File: src/rtl/bcseq_pkg.sv
package bcseq_pkg;
    localparam int WORD_W = 16;

    localparam logic [7:0] OP_XEQ = 8'h01;
    localparam logic [7:0] OP_JMP = 8'h02;
    localparam logic [7:0] OP_CAL = 8'h03;
    localparam logic [7:0] OP_RTN = 8'h04;
    localparam logic [7:0] OP_IRQ = 8'h06;
    localparam logic [7:0] OP_HLT = 8'h07;
    localparam logic [7:0] OP_DLY = 8'h08;
    localparam logic [7:0] OP_WFT = 8'h09;
    localparam logic [7:0] OP_CFT = 8'h0A;
    localparam logic [7:0] OP_CMT = 8'h0B;

    localparam logic [7:0] CC_ALWAYS = 8'h00;
    localparam logic [7:0] CC_NEVER  = 8'h01;
    localparam logic [7:0] CC_GP0    = 8'h02;
    localparam logic [7:0] CC_CMP0   = 8'h0A;
    localparam logic [7:0] CC_ST0    = 8'h0E;

    localparam int GP_N  = 8;
    localparam int CMP_N = 4;

    typedef enum logic [2:0] {
        S_IDLE, S_OP, S_PAR, S_EXEC, S_MSG, S_DLY, S_WFT
    } seq_st_e;
endpackage

File: src/rtl/bcseq_cond.sv
module bcseq_cond
    import bcseq_pkg::*;
#(
    parameter int NST = 7
) (
    input  logic [7:0]       code,
    input  logic [GP_N-1:0]  gp,
    input  logic [CMP_N-1:0] cmp,
    input  logic [NST-1:0]   st,
    input  logic             xeq_mode,
    output logic             take
);
    always_comb begin
        take = (code == CC_ALWAYS);
        for (int i = 0; i < GP_N; i++) begin
            if (code == CC_GP0 + 8'(i)) take = gp[i];
        end
        for (int i = 0; i < CMP_N; i++) begin
            if (code == CC_CMP0 + 8'(i)) take = cmp[i];
        end
        for (int i = 0; i < NST; i++) begin
            if (code == CC_ST0 + 8'(i)) take = st[i] & ~xeq_mode;
        end
    end
endmodule

File: src/rtl/bcseq_cmp.sv
module bcseq_cmp
    import bcseq_pkg::*;
#(
    parameter int W = 16
) (
    input  logic [W-1:0]     ref_val,
    input  logic [W-1:0]     cur_val,
    output logic [CMP_N-1:0] flags
);
    logic lt, eq;
    always_comb begin
        lt    = ref_val < cur_val;
        eq    = ref_val == cur_val;
        flags = {~eq, eq, ~lt, lt};
    end
endmodule

File: src/rtl/bcseq_stack.sv
module bcseq_stack #(
    parameter int DEPTH = 4,
    parameter int AW    = 8
) (
    input  logic          clk,
    input  logic          rst_n,
    input  logic          clr,
    input  logic          push,
    input  logic          pop,
    input  logic [AW-1:0] wdata,
    output logic [AW-1:0] rdata,
    output logic          full,
    output logic          empty
);
    localparam int SPW = $clog2(DEPTH + 1);
    localparam int IW  = (DEPTH > 1) ? $clog2(DEPTH) : 1;

    typedef struct packed {
        logic [DEPTH-1:0][AW-1:0] ent;
        logic [SPW-1:0]           sp;
    } stk_t;

    stk_t stk_d, stk_q;
    logic [IW-1:0] top_idx;

    always_comb begin
        stk_d = stk_q;
        if (clr) begin
            stk_d.sp = '0;
        end else if (push) begin
            stk_d.ent[stk_q.sp[IW-1:0]] = wdata;
            stk_d.sp = stk_q.sp + SPW'(1);
        end else if (pop) begin
            stk_d.sp = stk_q.sp - SPW'(1);
        end
    end

    always_ff @(posedge clk or negedge rst_n) begin
        if (!rst_n) stk_q <= '0;
        else        stk_q <= stk_d;
    end

    always_comb begin
        top_idx = IW'(stk_q.sp - SPW'(1));
        rdata   = stk_q.ent[top_idx];
        full    = (stk_q.sp == SPW'(DEPTH));
        empty   = (stk_q.sp == '0);
    end

    assert_no_overflow_R5: assert property (@(posedge clk) disable iff (!rst_n)
        push |-> !full);
    assert_no_underflow_R6: assert property (@(posedge clk) disable iff (!rst_n)
        pop |-> !empty);
    assert_depth_bound_R5: assert property (@(posedge clk) disable iff (!rst_n)
        stk_q.sp <= SPW'(DEPTH));
endmodule

File: src/rtl/bcseq_top.sv
module bcseq_top
    import bcseq_pkg::*;
#(
    parameter int AW    = 8,
    parameter int DEPTH = 4,
    parameter int NST   = 7
) (
    input  logic              clk,
    input  logic              rst_n,
    input  logic              host_start,
    input  logic [AW-1:0]     host_start_addr,
    input  logic              host_gp_we,
    input  logic [GP_N-1:0]   host_gp_wdata,
    output logic [AW-1:0]     imem_addr,
    input  logic [WORD_W-1:0] imem_rdata,
    output logic              msg_start,
    output logic [WORD_W-1:0] msg_addr,
    input  logic              msg_done,
    input  logic [NST-1:0]    eng_status,
    input  logic [WORD_W-1:0] frame_time,
    input  logic [WORD_W-1:0] msg_time,
    output logic              dly_start,
    output logic [WORD_W-1:0] dly_value,
    input  logic              dly_done,
    output logic [3:0]        irq_bits,
    output logic              running,
    output logic              err_illegal,
    output logic              err_stack,
    output logic [GP_N-1:0]   gp_flags,
    output logic [CMP_N-1:0]  cmp_flags
);
    typedef struct packed {
        seq_st_e           st;
        logic [AW-1:0]     pc;
        logic [WORD_W-1:0] op;
        logic [GP_N-1:0]   gp;
        logic [CMP_N-1:0]  cmp;
        logic              e_ill;
        logic              e_stk;
        logic              msg_go;
        logic [WORD_W-1:0] msg_adr;
        logic [3:0]        irq;
        logic              dly_go;
        logic [WORD_W-1:0] dly_val;
    } seq_t;

    seq_t r_d, r_q;

    logic              take;
    logic              is_xeq;
    logic [CMP_N-1:0]  cmp_res;
    logic [WORD_W-1:0] cmp_cur;
    logic [AW-1:0]     pc_seq;
    logic [AW-1:0]     stk_top;
    logic              stk_full, stk_empty, stk_push, stk_pop, stk_clr;
    logic [7:0]        opc;
    logic [WORD_W-1:0] prm;

    assign opc    = r_q.op[7:0];
    assign prm    = imem_rdata;
    assign is_xeq = (opc == OP_XEQ);
    assign pc_seq = r_q.pc + AW'(2);
    assign cmp_cur = (opc == OP_CMT) ? msg_time : frame_time;

    bcseq_cond #(.NST(NST)) u_cond (
        .code     (r_q.op[15:8]),
        .gp       (r_q.gp),
        .cmp      (r_q.cmp),
        .st       (eng_status),
        .xeq_mode (is_xeq),
        .take     (take)
    );

    bcseq_cmp #(.W(WORD_W)) u_cmp (
        .ref_val (prm),
        .cur_val (cmp_cur),
        .flags   (cmp_res)
    );

    bcseq_stack #(.DEPTH(DEPTH), .AW(AW)) u_stack (
        .clk   (clk),
        .rst_n (rst_n),
        .clr   (stk_clr),
        .push  (stk_push),
        .pop   (stk_pop),
        .wdata (pc_seq),
        .rdata (stk_top),
        .full  (stk_full),
        .empty (stk_empty)
    );

    always_comb begin
        r_d        = r_q;
        r_d.msg_go = 1'b0;
        r_d.irq    = '0;
        r_d.dly_go = 1'b0;
        stk_push   = 1'b0;
        stk_pop    = 1'b0;
        stk_clr    = 1'b0;

        if (host_gp_we) r_d.gp = host_gp_wdata;

        case (r_q.st)
            S_IDLE: begin
                if (host_start) begin
                    r_d.st    = S_OP;
                    r_d.pc    = host_start_addr;
                    r_d.e_ill = 1'b0;
                    r_d.e_stk = 1'b0;
                    stk_clr   = 1'b1;
                end
            end
            S_OP: r_d.st = S_PAR;
            S_PAR: begin
                r_d.op = imem_rdata;
                r_d.st = S_EXEC;
            end
            S_EXEC: begin
                r_d.st = S_OP;
                r_d.pc = pc_seq;
                case (opc)
                    OP_CFT, OP_CMT: r_d.cmp = cmp_res;
                    OP_XEQ: if (take) begin
                        r_d.msg_go  = 1'b1;
                        r_d.msg_adr = prm;
                        r_d.pc      = r_q.pc;
                        r_d.st      = S_MSG;
                    end
                    OP_JMP: if (take) r_d.pc = prm[AW-1:0];
                    OP_CAL: if (take) begin
                        if (stk_full) begin
                            r_d.e_stk = 1'b1;
                            r_d.st    = S_IDLE;
                        end else begin
                            stk_push = 1'b1;
                            r_d.pc   = prm[AW-1:0];
                        end
                    end
                    OP_RTN: if (take) begin
                        if (stk_empty) begin
                            r_d.e_stk = 1'b1;
                            r_d.st    = S_IDLE;
                        end else begin
                            stk_pop = 1'b1;
                            r_d.pc  = stk_top;
                        end
                    end
                    OP_IRQ: if (take) r_d.irq = prm[3:0];
                    OP_HLT: if (take) r_d.st = S_IDLE;
                    OP_DLY: if (take) begin
                        r_d.dly_go  = 1'b1;
                        r_d.dly_val = prm;
                        r_d.pc      = r_q.pc;
                        r_d.st      = S_DLY;
                    end
                    OP_WFT: if (take) begin
                        r_d.pc = r_q.pc;
                        r_d.st = S_WFT;
                    end
                    default: begin
                        r_d.e_ill = 1'b1;
                        r_d.st    = S_IDLE;
                    end
                endcase
            end
            S_MSG: if (msg_done) begin
                r_d.st = S_OP;
                r_d.pc = pc_seq;
            end
            S_DLY: if (dly_done) begin
                r_d.st = S_OP;
                r_d.pc = pc_seq;
            end
            S_WFT: if (frame_time == '0) begin
                r_d.st = S_OP;
                r_d.pc = pc_seq;
            end
            default: r_d.st = S_IDLE;
        endcase
    end

    always_ff @(posedge clk or negedge rst_n) begin
        if (!rst_n) begin
            r_q    <= '0;
            r_q.st <= S_IDLE;
        end else begin
            r_q <= r_d;
        end
    end

    assign imem_addr   = (r_q.st == S_PAR) ? r_q.pc + AW'(1) : r_q.pc;
    assign msg_start   = r_q.msg_go;
    assign msg_addr    = r_q.msg_adr;
    assign dly_start   = r_q.dly_go;
    assign dly_value   = r_q.dly_val;
    assign irq_bits    = r_q.irq;
    assign running     = (r_q.st != S_IDLE);
    assign err_illegal = r_q.e_ill;
    assign err_stack   = r_q.e_stk;
    assign gp_flags    = r_q.gp;
    assign cmp_flags   = r_q.cmp;

    assert_msg_single_R9: assert property (@(posedge clk) disable iff (!rst_n)
        msg_start |=> !msg_start);
    assert_msg_stall_R9: assert property (@(posedge clk) disable iff (!rst_n)
        (r_q.st == S_MSG && !msg_done) |=> (running && !irq_bits[0] && $stable(r_q.pc)));
    assert_irq_single_R8: assert property (@(posedge clk) disable iff (!rst_n)
        (irq_bits != 4'h0) |=> (irq_bits == 4'h0));
    assert_stack_halt_R6: assert property (@(posedge clk) disable iff (!rst_n)
        $rose(err_stack) |-> !running);
    assert_illegal_halt_R13: assert property (@(posedge clk) disable iff (!rst_n)
        $rose(err_illegal) |-> !running);
    assert_xeq_gate_R10: assert property (@(posedge clk) disable iff (!rst_n)
        (r_q.st == S_EXEC && is_xeq && r_q.op[15:8] >= CC_ST0
         && r_q.op[15:8] < CC_ST0 + 8'(NST)) |=> !msg_start);
    assert_cmp_pair_R11: assert property (@(posedge clk) disable iff (!rst_n)
        ($countones(cmp_flags) == 0 || $countones(cmp_flags) == 2));
    assert_host_gp_R14: assert property (@(posedge clk) disable iff (!rst_n)
        host_gp_we |=> (gp_flags == $past(host_gp_wdata)));
endmodule

File: config.mk
export PLATFORM = sky130hd
export DESIGN_NAME = bcseq_top
export DESIGN_NICKNAME = d
export VERILOG_FILES = /design/src/rtl/bcseq_pkg.sv /design/src/rtl/bcseq_cond.sv /design/src/rtl/bcseq_cmp.sv /design/src/rtl/bcseq_stack.sv /design/src/rtl/bcseq_top.sv
export SDC_FILE = /design/constraint.sdc
export NUM_CORES = 1
export LEC_CHECK = 0
export CAP_MARGIN = 40
export CORE_MARGIN = 2
export CORE_UTILIZATION = 25
export CTS_CLUSTER_DIAMETER = 30
export DETAILED_ROUTE_END_ITERATION = 16
export MAX_ROUTING_LAYER = met4
export SLEW_MARGIN = 20
export SYNTH_ARGS = -nofsm -noshare
export SYNTH_HDL_FRONTEND = slang
export SYNTH_SLANG_ARGS = --single-unit
File: constraint.sdc
create_clock -name clk -period 4.1 [get_ports clk]
set_input_delay 0.82 -clock clk [delete_from_list [all_inputs] [get_ports clk]]
set_output_delay 0.82 -clock clk [all_outputs]
set_load 0.02 [all_outputs]
==> impl_metrics.ini <==
[route]
dr.pass1.iters = 5
via_per_inst = 4.754
num_vias = 5415
wire_per_inst_um = 18.06
wl_um = 20570
drc = 0
drt_iter0_markers = 467
antenna_left = 0

[yosys]
synth.largest_area_cell = dfrtp_1
synth_ff_type = dfrtp_1
synth_edf_count = 0
ys_ff_latch = 114
synthArstFlopShare_pct = 100.0
syn_avg_cell_area_um2 = 10.66
syn_area_um2 = 6948
seq_area_frac_synth_pct = 41.06
ys_types = 74
synthesis.nets = 753
yosys-top-cells-area = dfrtp_1, mux2_2, buf_4
synth_top_area_share_pct = 41.06
ys.warnings.count = 0
synthCells = 652

[clock_network]
clk_root_buffer_cell = clkbuf_16
clockBufferDepth = 2
cts_made_buffers = 17
cts_sinks = 114
cts_setup_buffers = 0
cts_tree = done
cts_hold_buffers = 0
postCtsResizedCells = 0
clock_latency_ns = 0.42
path_clk_slew_ns = 0.06
htree_levels = 4

[global_route]
antenna_found_initial = 0
grt_max_degree = 51
grt_pass1_wl_um = 32010
grt_util_all_layers_pct = 14.96
grt_pass1_vias = 5576
grt_overflow = 0

[pwr]
p_leak_nw = 3.842
irDropWorstVdd_v = 0.0003405
power_density_nw_per_um2 = 545.8

[sta]
final.period_utilization_pct = 91.62
hold_violations = 0
slew_headroom_pct = 50.84
period_minus_slack_ns = 3.756
finalSetupViolCount = 0
finalSetupTns_ns = 0
finalClockSkew_ns = 0.009087
slew_violations = 0
max_freq_ghz = 0.2662
rsz0062_at_grt = false
worstMarginPinSlew_ns = 0.7307

[cells_and_area]
n_fill_cell = 2770
fin_cells = 1139
drive_gt1_share_pct = 19.19
final_cell_mix = clkdlybuf4s50_1, dfrtp_1, nand2_1
antennaDiodeCount = 0
areaGrowthSynthToFinish_pct = 29.95
layout_commonest_cell = clkdlybuf4s50_1
fin_nets = 849

[worst_setup_path]
reg2reg_from = opc[5]$_DFFE_PN0P_
worstSetupPathType = flip-flop to output port
end_kind = output port
r2r_cells = 14
worstReg2RegEnd = cmp_flags[1]$_DFFE_PN0P_
cp_max_fo = 6
startpoint_type = flip-flop
required_ns = 3.28
arrival_ns = 2.94
rrSetupSlack_ns = 0.51

[floorplan]
die_area_um2 = 29140
die_w_um = 170.7
die_h_um = 170.7
io_pins = 138
core-area_um2 = 27550
rows = 61
start_util_pct = 25.22

[placement]
hpwl_um = 15340
place.gp.congestion = 0.8934
dp_cells = 1107
port_buffers = 137

[min_path]
min_path_type = input port to asynchronous set/reset pin

[run_status]
outcome = completed

[flow_run]
cap_viol_max_count = 0
[registers in the layout, summed over array words and instances (netlist names)]
name and count:
opc 8, u_stack.stk_q 35, err_stack 1, err_illegal 1, cmp_flags 4, irq_bits 4, msg_start 1, r_q 19
gp_flags 8, dly_start 1, dly_value 16, msg_addr 16
[cell type report]
cell class,instances,area [µm²],share of cell area [%]
Clock inverter,13,200.2,2.217
Multi-Input combinational cell,439,3472,38.46
Sequential cell,114,2853,31.60
Inverter,21,81.33,0.9008
Timing Repair Buffer,155,1516,16.80
Tap cell,378,473.0,5.238
Clock buffer,19,432.9,4.795
[through the flow]
step,hold WS [ns],utilization (%),setup slack (ns),instance area (µm²),power [mW]
final,0.4298,32.77,0.3438,9029,4.928
after global routing,0.4881,32.77,0.2155,9029,5.213
after CTS,0.4672,32.77,0.3771,9029,4.956
after detailed placement,0.4699,30.47,0.2266,8396,3.326
after global placement,0.4578,30.47,0.2581,8396,3.310
after floorplan,0.4446,-,0.6720,6948,2.728
[cells by family after synthesis]
kind of cell / after synthesis / synth area share [%]
buf+inv: 99 / 9.004
xor+xnor: 13 / 1.639
mux: 90 / 15.99
compound gates: 148 / 15.06
simple gates: 164 / 12.93
fa+ha+maj: 24 / 4.322
flops: 114 / 41.06
[routing by layer]
layer	up-vias	part of all wire (%)	global-route usage (%)
met4	0	1.6	4.125
li1	2532	-	-
met1	2654	44	18.89
met2	204	47	23.82
met5	-	0	-
met3	25	7.5	3.794
[power by group]
| part | internal, mW | total (mW) | switching [mW] |
|---|---|---|---|
| registers | 1.29 | 1.59 | 0.308 |
| logic | 0.740 | 1.72 | 0.983 |
| clock network | 1.03 | 1.61 | 0.581 |
[critical path, cell delays in order (launching register included)]
cell             delay [ns]
dfrtp_1                0.46
ha_1                   0.28
nand3_1                0.26
or4_1                  0.53
nor2_1                 0.17
xor2_1                 0.19
clkdlybuf4s50_1        0.63
[cells in the mapped netlist, types with 5 or more instances]
cell,number
a21oi_1,24
nand3_1,11
xnor2_1,10
nand2b_1,6
and2_1,5
o211ai_1,14
mux2_2,52
mux2_4,9
mux2i_1,21
a21o_1,5
nor4_1,6
mux4_2,8
nor3_1,9
clkbuf_1,15
a22oi_1,7
buf_4,49
o21a_1,6
dfrtp_1,114
nand4_1,10
buf_2,8
inv_1,20
o21ai_0,42
ha_1,24
a31oi_1,7
nand2_1,64
nor2_1,24
o221ai_1,6
[worst max-delay path by stage]
stage,startpoint,end,slack [ns],depth (start not counted)
5_1_grt,r_q[70]$_DFFE_PN0P_,imem_addr[7],0.22,6
3_5_place_dp,frame_time[4],r_q[68]$_DFFE_PN0P_,0.23,8
4_1_cts,r_q[70]$_DFFE_PN0P_,imem_addr[7],0.38,6
6_report,r_q[70]$_DFFE_PN0P_,imem_addr[7],0.34,6
3_3_place_gp,frame_time[4],r_q[73]$_DFFE_PN0P_,0.26,8
2_1_floorplan,opc[5]$_DFFE_PN0P_,cmp_flags[1]$_DFFE_PN0P_,0.67,15
Power figures use the tool's default switching activity.
